## src/rtl/delay_track_pkg.sv

```systemverilog
package delay_track_pkg;

  // How the word address moves at a slot boundary
  typedef enum logic [1:0] {
    ADJ_STEP = 2'd0,
    ADJ_HOLD = 2'd1,
    ADJ_SKIP = 2'd2
  } addr_adj_e;

endpackage

```

## src/rtl/dly_phase_accum.sv

```systemverilog
module dly_phase_accum #(
  parameter int DELAY_W = 32,
  parameter int RATE_W  = 18,
  parameter int PH_W    = 3,
  parameter int SLOTS   = 6
) (
  input  logic               clk,
  input  logic               rst_n,
  input  logic               load,
  input  logic               advance,
  input  logic [DELAY_W-1:0] init_delay,
  input  logic [RATE_W-1:0]  rate_in,
  output logic [PH_W-1:0]    phase_d,
  output logic               wrap,
  output logic               rate_neg
);
  localparam int FRAC_W = DELAY_W - PH_W;
  localparam int EXT_W  = FRAC_W + 1;

  logic [FRAC_W-1:0] frac_q;
  logic [PH_W-1:0]   phase_q;
  logic [RATE_W-1:0] rate_q;
  logic [EXT_W-1:0]  sum;
  logic [PH_W-1:0]   init_field;
  logic [PH_W-1:0]   init_ph;
  logic              step;

  assign rate_neg   = rate_q[RATE_W-1];
  assign init_field = init_delay[DELAY_W-1 -: PH_W];
  assign init_ph    = (init_field >= PH_W'(SLOTS)) ? (init_field - PH_W'(SLOTS)) : init_field;

  // Fraction plus sign-extended rate; top bit flags carry or borrow
  assign sum  = {1'b0, frac_q} + {{(EXT_W - RATE_W){rate_q[RATE_W-1]}}, rate_q};
  assign step = advance & sum[FRAC_W];

  always_comb begin
    phase_d = phase_q;
    wrap    = 1'b0;
    if (load) begin
      phase_d = init_ph;
    end else if (step) begin
      if (!rate_neg) begin
        if (phase_q == PH_W'(SLOTS - 1)) begin
          phase_d = '0;
          wrap    = 1'b1;
        end else begin
          phase_d = phase_q + PH_W'(1);
        end
      end else begin
        if (phase_q == '0) begin
          phase_d = PH_W'(SLOTS - 1);
          wrap    = 1'b1;
        end else begin
          phase_d = phase_q - PH_W'(1);
        end
      end
    end
  end

  always_ff @(posedge clk or negedge rst_n) begin
    if (!rst_n) begin
      frac_q  <= '0;
      phase_q <= '0;
      rate_q  <= '0;
    end else if (load) begin
      frac_q  <= init_delay[FRAC_W-1:0];
      phase_q <= phase_d;
      rate_q  <= rate_in;
    end else if (advance) begin
      frac_q  <= sum[FRAC_W-1:0];
      phase_q <= phase_d;
    end
  end

endmodule

```

## src/rtl/dly_slot_timer.sv

```systemverilog
module dly_slot_timer #(
  parameter int PH_W  = 3,
  parameter int SLOTS = 6
) (
  input  logic            clk,
  input  logic            rst_n,
  input  logic            load,
  input  logic            advance,
  input  logic            active,
  input  logic [PH_W-1:0] phase_d,
  output logic            strobe,
  output logic            slot_end,
  output logic [PH_W-1:0] slot_phase
);
  localparam int CNT_W = (SLOTS > 1) ? $clog2(SLOTS) : 1;

  logic [CNT_W-1:0] pos_q;
  logic [PH_W-1:0]  sp_q;

  assign slot_end   = advance & (pos_q == CNT_W'(SLOTS - 1));
  assign strobe     = active & (32'(pos_q) == 32'(sp_q));
  assign slot_phase = sp_q;

  always_ff @(posedge clk or negedge rst_n) begin
    if (!rst_n) begin
      pos_q <= '0;
      sp_q  <= '0;
    end else if (load) begin
      pos_q <= '0;
      sp_q  <= phase_d;
    end else if (advance) begin
      if (slot_end) begin
        pos_q <= '0;
        sp_q  <= phase_d;   // phase as it stands at the new slot's start
      end else begin
        pos_q <= pos_q + CNT_W'(1);
      end
    end
  end

endmodule

```

## src/rtl/dly_addr_step.sv

```systemverilog
module dly_addr_step
  import delay_track_pkg::*;
#(
  parameter int ADDR_W = 16
) (
  input  logic              clk,
  input  logic              rst_n,
  input  logic              load,
  input  logic              advance,
  input  logic              slot_end,
  input  logic              wrap,
  input  logic              rate_neg,
  input  logic [ADDR_W-1:0] start_addr,
  output logic [ADDR_W-1:0] rd_addr,
  output logic              held,
  output logic              skipped
);
  logic      pend_q;
  logic      wrap_any;
  addr_adj_e adj;

  assign wrap_any = pend_q | wrap;

  always_comb begin
    adj = ADJ_STEP;
    if (wrap_any) adj = rate_neg ? ADJ_SKIP : ADJ_HOLD;
  end

  always_ff @(posedge clk or negedge rst_n) begin
    if (!rst_n) begin
      rd_addr <= '0;
      pend_q  <= 1'b0;
      held    <= 1'b0;
      skipped <= 1'b0;
    end else if (load) begin
      rd_addr <= start_addr;
      pend_q  <= 1'b0;
      held    <= 1'b0;
      skipped <= 1'b0;
    end else if (advance) begin
      if (slot_end) begin
        case (adj)
          ADJ_HOLD: rd_addr <= rd_addr;
          ADJ_SKIP: rd_addr <= rd_addr + ADDR_W'(2);
          default:  rd_addr <= rd_addr + ADDR_W'(1);
        endcase
        held    <= (adj == ADJ_HOLD);
        skipped <= (adj == ADJ_SKIP);
        pend_q  <= 1'b0;
      end else begin
        pend_q <= wrap_any;
      end
    end
  end

endmodule

```

## src/rtl/delay_tracker.sv

```systemverilog
module delay_tracker #(
  parameter int ADDR_W  = 16,
  parameter int DELAY_W = 32,
  parameter int RATE_W  = 18,
  parameter int PH_W    = 3,
  parameter int SLOTS   = 6
) (
  input  logic               clk,
  input  logic               rst_n,
  input  logic               frame_start,
  input  logic [DELAY_W-1:0] init_delay,
  input  logic [RATE_W-1:0]  delay_rate,
  input  logic [ADDR_W-1:0]  start_addr,
  output logic [ADDR_W-1:0]  rd_addr,
  output logic               load_stb,
  output logic [PH_W-1:0]    fine_phase,
  output logic               addr_held,
  output logic               addr_skipped,
  output logic               tracking
);
  logic            running_q;
  logic            advance;
  logic [PH_W-1:0] phase_d;
  logic            wrap;
  logic            rate_neg;
  logic            slot_end;

  assign advance  = running_q & ~frame_start;
  assign tracking = running_q;

  always_ff @(posedge clk or negedge rst_n) begin
    if (!rst_n)           running_q <= 1'b0;
    else if (frame_start) running_q <= 1'b1;
  end

  dly_phase_accum #(
    .DELAY_W(DELAY_W), .RATE_W(RATE_W), .PH_W(PH_W), .SLOTS(SLOTS)
  ) u_accum (
    .clk(clk), .rst_n(rst_n), .load(frame_start), .advance(advance),
    .init_delay(init_delay), .rate_in(delay_rate),
    .phase_d(phase_d), .wrap(wrap), .rate_neg(rate_neg)
  );

  dly_slot_timer #(
    .PH_W(PH_W), .SLOTS(SLOTS)
  ) u_timer (
    .clk(clk), .rst_n(rst_n), .load(frame_start), .advance(advance),
    .active(running_q), .phase_d(phase_d),
    .strobe(load_stb), .slot_end(slot_end), .slot_phase(fine_phase)
  );

  dly_addr_step #(
    .ADDR_W(ADDR_W)
  ) u_addr (
    .clk(clk), .rst_n(rst_n), .load(frame_start), .advance(advance),
    .slot_end(slot_end), .wrap(wrap), .rate_neg(rate_neg),
    .start_addr(start_addr), .rd_addr(rd_addr),
    .held(addr_held), .skipped(addr_skipped)
  );

endmodule

```

## config.mk

```make
export PLATFORM = sky130hd
export DESIGN_NAME = delay_tracker
export DESIGN_NICKNAME = d
export VERILOG_FILES = /design/src/rtl/delay_track_pkg.sv /design/src/rtl/dly_phase_accum.sv /design/src/rtl/dly_slot_timer.sv /design/src/rtl/dly_addr_step.sv /design/src/rtl/delay_tracker.sv
export SDC_FILE = /design/constraint.sdc
export NUM_CORES = 1
export LEC_CHECK = 0
export ABC_AREA = 1
export BUFFER_PORTS_ARGS = -buffer_cell sky130_fd_sc_hd__buf_2
export CORE_UTILIZATION = 55
export CTS_CLUSTER_DIAMETER = 100
export DETAILED_ROUTE_END_ITERATION = 8
export PLACE_DENSITY_LB_ADDON = 0.08
export SLEW_MARGIN = 20
export SYNTH_ARGS = -nofsm -noshare
export SYNTH_HDL_FRONTEND = slang
export SYNTH_SLANG_ARGS = --single-unit
```

## constraint.sdc

```tcl
create_clock -name clk -period 2.75 [get_ports clk]
set_clock_uncertainty 0.1 [all_clocks]
set_input_delay 0.55 -clock clk [delete_from_list [all_inputs] [get_ports clk]]
set_output_delay 0.55 -clock clk [all_outputs]
set_load 0.005 [all_outputs]
```

==> flow_metrics.env, run 1 <==
export IMPL_synth_area_leader_cell="dfrtp_1"
export IMPL_vias=5571
export IMPL_cp_start_kind="flop"
export IMPL_fin_ws_ns=0.152
export IMPL_die_x_um=103
export IMPL_grt_ovfl_total=0
export IMPL_synth_common_cells="277 x nand2_1, 89 x nor2_1, 76 x dfrtp_1"
export IMPL_crit_path_max_fanout=3
export IMPL_synth_net_count=903
export IMPL_cts_tree="yes"
export IMPL_rrSetupSlack_ns=0.15
export IMPL_synthTopCellsByArea="dfrtp_1 34%, nand2_1 19%, ha_1 7.6%, nor2_1 6.0%, xor2_1 5.0%"
export IMPL_combPwrFrac_pct=52.6
export IMPL_synthFlopType="dfrtp_1"
export IMPL_timing_fmax_mhz=385
export IMPL_dr_max_layer_used="met4"
export IMPL_finish_utilization_pct=67.7
export IMPL_insertedDiodeCount=0
export IMPL_antenna_found_initial=0
export IMPL_instances_no_fill=1029
export IMPL_fin_nets=995
export IMPL_hold_viol_final=0
export IMPL_dp_hpwl_mm=10.2
export IMPL_io_buffers=91
export IMPL_htreeDepth=3
export IMPL_syn_area_um2=5610
export IMPL_n_fill_cell=892
export IMPL_wl_met3_um=693
export IMPL_vias_per_cell=5.41
export IMPL_min_period_ns=2.60
export IMPL_slew_viol_final=0
export IMPL_sw_frac_of_total_pct=44.0
export IMPL_path_clk_slew_ns=0.07
export IMPL_yosysTopAreaCellShare_pct=33.9
export IMPL_layout_drive_gt1_share_pct=17.9
export IMPL_grt_max_degree=44
export IMPL_drc=0
export IMPL_yosys_register_bits=76
export IMPL_p_int_uw=2980
export IMPL_cp_required_ns=2.90
export IMPL_cts_buffers=9
export IMPL_die_h_um=103
export IMPL_synthToLayoutAreaGrowth_pct=18.6
export IMPL_multi_input_area_um2=3580
export IMPL_hold_class="primary input to asynchronous set/reset pin"
export IMPL_wl_per_cell_um=14.0
export IMPL_met2WireLength_mm=7.41
export IMPL_coreArea_um2=9820
export IMPL_postSynthCellCount=799
export IMPL_yosysWarnings=0
export IMPL_pre_cts_ws_ns=-0.0667
export IMPL_ios=92
export IMPL_dr_first_iter_drc_count=258
export IMPL_register_area_um2=1900
export IMPL_m1WireLength_mm=6.05
export IMPL_placementRows=36
export IMPL_cp_end_kind="flop"
export IMPL_place_inst=1009
export IMPL_ys_seq_area_share_pct=33.9
export IMPL_yosysUniqueCellTypes=43
export IMPL_grt_pass1_wl_mm=23.4
export IMPL_syn_avg_cell_area_um2=7.02
export IMPL_synth_most_common_cell="nand2_1"
export IMPL_dieArea_um2=10600
export IMPL_gp_congestion=0.925
export IMPL_clkPwrFrac_pct=16.0
export IMPL_tightestPinTransition_ns=0.520
export IMPL_first_global_vias=5471
export IMPL_clk_latency_ns=0.37
export IMPL_clock_sinks=76
export IMPL_setup_viol=0
export IMPL_routed_wl_mm=14.4
export IMPL_ant_nets=0
export IMPL_status="completed"
export IMPL_synthArstFlopShare_pct=100
export IMPL_cap_violations=0
export IMPL_ctsLongestPathBuffers=2
export IMPL_start_util_pct=57.1
export IMPL_grtUsageTotal_pct=28.2
export IMPL_switching_power_uw=2350
export IMPL_first_pass_iters=5
export IMPL_crit_arrival_ns=2.75
export IMPL_slew_headroom_pct=65.0
export IMPL_synth_edf_count=0
export IMPL_power_frac_seq_pct=31.4
export IMPL_power_leakage_uw=0.00337
export IMPL_root_buffer="clkbuf_8"
export IMPL_powerDensity_nw_per_um2=801
export IMPL_worstSetupPathType="flop to flop"
export IMPL_ir_worst_vdd_mv=0.621
export IMPL_fin_crit_sh_pct=94.5
worst max-delay path, stage by stage (launching register included):
cell	delay [ns]
dfrtp_1	0.39
ha_1	0.22
fa_1	0.40
nand2_1	0.11
a21oi_1	0.13
a21oi_1	0.31
o21ai_0	0.21
nand2_1	0.10
o211ai_1	0.10
or2_2	0.29
nand3_1	0.07
nand3_1	0.06
power groups by stage:
stage	combinational, µW	clock [µW]	sequential (µW)
global placement	2500	0	1650
finish	2800	853	1670
CTS	2590	878	1640
detailed placement	2560	0	1660
floorplan	1980	0	1580
global route	3160	919	1710
layout by cell type (no fill, tap or decap), types with 3 or more instances in the layout:
cell type	count
nand2_8	4
inv_1	54
nand4_1	3
a22oi_1	9
dfrtp_1	75
a21o_1	5
nand2_1	274
ha_4	10
xor2_1	32
nor2_1	85
nor2_2	3
o211ai_1	17
nor3_1	7
clkbuf_8	9
buf_2	90
xnor2_1	12
clkinv_2	3
a21oi_1	37
nand2_2	7
o21ai_0	27
buf_4	14
or2_2	3
a21oi_2	3
o21bai_1	5
nand3_1	50
ha_1	24
cells by family (layout without fill, tap and decap cells):
logic type,count (synthesis),after routing,share of synthesized area (%)
buffers and inverters,83,178,6.22
adder cells (fa/ha/maj),35,35,7.94
XOR/XNOR,44,44,6.87
AO/OA/AOI/OAI,112,112,12.0
flip-flops,76,76,33.9
AND/OR/NAND/NOR,449,451,33.0
cell type report:
class                      instances  share of cell area, %
clock buffer                      11                   1.98
clock inverter                     5                  0.790
inverter                          55                   3.10
multi-input combinational        642                   53.8
sequential                        76                   28.6
tap                              133                   2.50
timing repair buffer             107                   9.18
path summary, 6_finish.rpt:
check	start	to	cells after the start
setup / recovery	u_accum.rate_q[0]$_DFFE_PN0P_	u_accum.frac_q[26]$_DFFE_PN0P_	11
hold reg to reg	u_addr.skipped$_DFFE_PN0P_	u_addr.skipped$_DFFE_PN0P_	2
min in group clk	delay_rate[11]	u_accum.rate_q[11]$_DFFE_PN0P_	3
setup reg to reg	u_accum.rate_q[0]$_DFFE_PN0P_	u_accum.frac_q[26]$_DFFE_PN0P_	11
max in group asynchronous	rst_n	u_accum.rate_q[14]$_DFFE_PN0P_	2
hold / removal	rst_n	u_addr.rd_addr[6]$_DFFE_PN0P_	1
metrics by stage:
stage	hold slack [ns]	TNS (ns)	instance area (µm²)	total power (µW)
global placement	0.362	0	6210	4150
detailed placement	0.365	-0.558	6210	4220
global route	0.0452	-0.0306	6650	5780
floorplan	0.154	0	5610	3570
finish	0.0297	0	6650	5330
CTS	0.0346	0	6400	5110
per-layer routing:
layer  global-route usage [%]  vias up
met5                        0        -
met4                     11.1        0
met3                     6.51       27
met2                     51.5      150
met1                     31.7     2606
li1                         -     2788
state kept, by name, summed over array words and instances, names as in the netlist:
name                count
u_timer.pos_q           3
u_addr.skipped          1
u_accum.frac_q         29
u_accum.rate_q         18
u_timer.slot_phase      3
u_addr.pend_q           1
tracking                1
u_addr.rd_addr         16
u_addr.held             1
u_accum.phase_q         3
what timing repair did:
| action | 4_1_cts | 5_1_grt |
|---|---|---|
| buffers inserted | 0 | 2 |
| pin swaps | 0 | 3 |
| endpoints found under the setup margin | 17 | 19 |
| hold buffers | 0 | 0 |
| gates cloned | 0 | 2 |
| gates resized for setup | 1 | 29 |
Power figures use the tool's default switching activity.
==> inputs of run 2 (changes only) <==
--- a/config.mk
+++ b/config.mk
@@ -6,10 +6,11 @@
 export NUM_CORES = 1
 export LEC_CHECK = 0
 export ABC_AREA = 1
-export BUFFER_PORTS_ARGS = -buffer_cell sky130_fd_sc_hd__buf_2
 export CORE_UTILIZATION = 55
+export CTS_BUF_LIST = sky130_fd_sc_hd__clkbuf_2 sky130_fd_sc_hd__clkbuf_4 sky130_fd_sc_hd__clkbuf_8
 export CTS_CLUSTER_DIAMETER = 100
 export DETAILED_ROUTE_END_ITERATION = 8
+export DONT_BUFFER_PORTS = 1
 export PLACE_DENSITY_LB_ADDON = 0.08
 export SLEW_MARGIN = 20
 export SYNTH_ARGS = -nofsm -noshare
==> flow_metrics.env, run 2 (synthesis results as in run 1) <==
export IMPL_ant_nets=0
export IMPL_clock_sinks=76
export IMPL_synthToLayoutAreaGrowth_pct=11.4
export IMPL_rr_endpoint="u_addr.rd_addr[0]$_DFFE_PN0P_"
export IMPL_vias_per_cell=5.56
export IMPL_ios=92
export IMPL_path_clk_slew_ns=0.09
export IMPL_tns_ns=0
export IMPL_htreeDepth=3
export IMPL_first_global_vias=4904
export IMPL_dieArea_um2=10600
export IMPL_timing_fmax_mhz=385
export IMPL_startpoint="u_accum.rate_q[2]$_DFFE_PN0P_"
export IMPL_placementRows=36
export IMPL_cts_tree="yes"
export IMPL_min_period_ns=2.60
export IMPL_grt_max_degree=77
export IMPL_slew_viol_final=0
export IMPL_layout_commonest_cell="nand2_1"
export IMPL_root_buffer="clkbuf_8"
export IMPL_m1WireLength_mm=5.86
export IMPL_cts_buffers=9
export IMPL_cp_required_ns=2.92
export IMPL_endpoint="u_addr.rd_addr[0]$_DFFE_PN0P_"
export IMPL_start_util_pct=57.1
export IMPL_grtUsageTotal_pct=26.9
export IMPL_wl_met3_um=774
export IMPL_rrSetupSlack_ns=0.15
export IMPL_power_leakage_uw=0.00300
export IMPL_crit_arrival_ns=2.77
export IMPL_fin_nets=902
export IMPL_cp_end_kind="flop"
export IMPL_layout_drive_gt1_share_pct=8.59
export IMPL_hold_viol_final=0
export IMPL_ctsLongestPathBuffers=2
export IMPL_tightestPinTransition_ns=0.676
export IMPL_coreArea_um2=9820
export IMPL_worstSetupPathType="flop to flop"
export IMPL_io_buffers=0
export IMPL_dr_max_layer_used="met4"
export IMPL_instances_no_fill=936
export IMPL_vias=5204
export IMPL_crit_path_max_fanout=16
export IMPL_top_regs="u_accum.frac_q: 29 flops, u_accum.rate_q: 18 flops, u_addr.rd_addr: 16 flops"
export IMPL_die_h_um=103
export IMPL_grt_ovfl_total=0
export IMPL_status="completed"
export IMPL_dp_hpwl_mm=9.56
export IMPL_crit_path_max_incr_delay_ns=0.41
export IMPL_insertedDiodeCount=0
export IMPL_crit_chain="ha_1 -> or2_0 -> nand3b_1 -> nand2_2 -> nand2_1 -> nand2_2 -> nand2_2 -> nand2_1 -> nand2_1 -> nand2_2 -> nand3_4 -> nand2_8 -> nand2_8 -> nand2_8 -> o21ai_1 -> nand2_1"
export IMPL_place_inst=912
export IMPL_wl_per_cell_um=14.9
export IMPL_final_cell_mix="275 x nand2_1, 86 x nor2_1, 75 x dfrtp_1"
export IMPL_largest_register_ffs=29
export IMPL_die_x_um=103
export IMPL_cp_start_kind="flop"
export IMPL_cap_violations=0
export IMPL_r2r_worst_path_cells=16
export IMPL_fin_crit_sh_pct=94.6
export IMPL_finish_utilization_pct=63.7
export IMPL_top_register="u_accum.frac_q"
export IMPL_pre_cts_ws_ns=-0.0224
export IMPL_slew_headroom_pct=54.9
export IMPL_gp_congestion=0.900
export IMPL_routed_wl_mm=14.0
export IMPL_hold_slack_ns=0.184
export IMPL_fin_ws_ns=0.150
export IMPL_antenna_found_initial=0
export IMPL_r2r_start="u_accum.rate_q[2]$_DFFE_PN0P_"
export IMPL_cp_slowest_cell="dfrtp_1"
export IMPL_hold_class="primary input to flop"
export IMPL_met2WireLength_mm=7.07
export IMPL_drc=0
export IMPL_setup_viol=0
export IMPL_first_pass_iters=4
export IMPL_clk_latency_ns=0.38
export IMPL_powerDensity_nw_per_um2=848
export IMPL_dr_first_iter_drc_count=197
export IMPL_grt_pass1_wl_mm=22.0
export IMPL_ir_worst_vdd_mv=0.734
-- run 2: worst min-delay path by stage --
stage	start	end	cells past startpoint
finish	delay_rate[1]	u_accum.rate_q[1]$_DFFE_PN0P_	2
CTS	delay_rate[1]	u_accum.rate_q[1]$_DFFE_PN0P_	2
global route	delay_rate[11]	u_accum.rate_q[11]$_DFFE_PN0P_	2
detailed placement	rst_n	u_addr.rd_addr[7]$_DFFE_PN0P_	0
floorplan	rst_n	tracking$_DFFE_PN0P_	0
global placement	rst_n	u_addr.rd_addr[7]$_DFFE_PN0P_	0
-- run 2: per-stage QoR --
stage / total power (µW) / cell area, µm²
6_report: 5300 / 6250
5_1_grt: 5770 / 6250
4_1_cts: 5060 / 5950
3_5_place_dp: 4080 / 5700
3_3_place_gp: 4020 / 5700
2_1_floorplan: 3570 / 5610
-- run 2: cell type report --
class / instances / area [µm²]
clock buffers: 11 / 151
clock inverters: 5 / 60.1
fillers: 925 / 3570
inverters: 55 / 206
multi-input cells: 644 / 3630
flip-flops and latches: 76 / 1900
well taps: 133 / 166
repair buffers: 12 / 133
-- run 2: critical path: cells and delay by family, from the launching register on --
family | cells | cell delay [ns]
flip-flops | 1 | 0.41
AO/OA/AOI/OAI | 1 | 0.20
adder cells (fa/ha/maj) | 1 | 0.34
AND/OR/NAND/NOR | 14 | 1.43
-- run 2: metal layers --
layer	vias to the layer above	track usage, %
met5	-	0
met4	0	8.88
met3	28	8.14
met2	147	47.4
met1	2416	31.2
li1	2613	-
-- run 2: repair_timing --
action                     CTS  global route
buffers inserted             0             2
hold endpoints to repair    76             0
gates cloned                 0             4
hold buffers                 2             0
setup endpoints to repair   17            22
gates resized for setup      1            35
pin swaps                    0             2
-- run 2: report_power, final --
| group | total [µW] | switching (µW) | internal [µW] |
|---|---|---|---|
| Sequential | 1690 | 297 | 1400 |
| Clock | 913 | 445 | 468 |
| Combinational | 2700 | 1590 | 1110 |
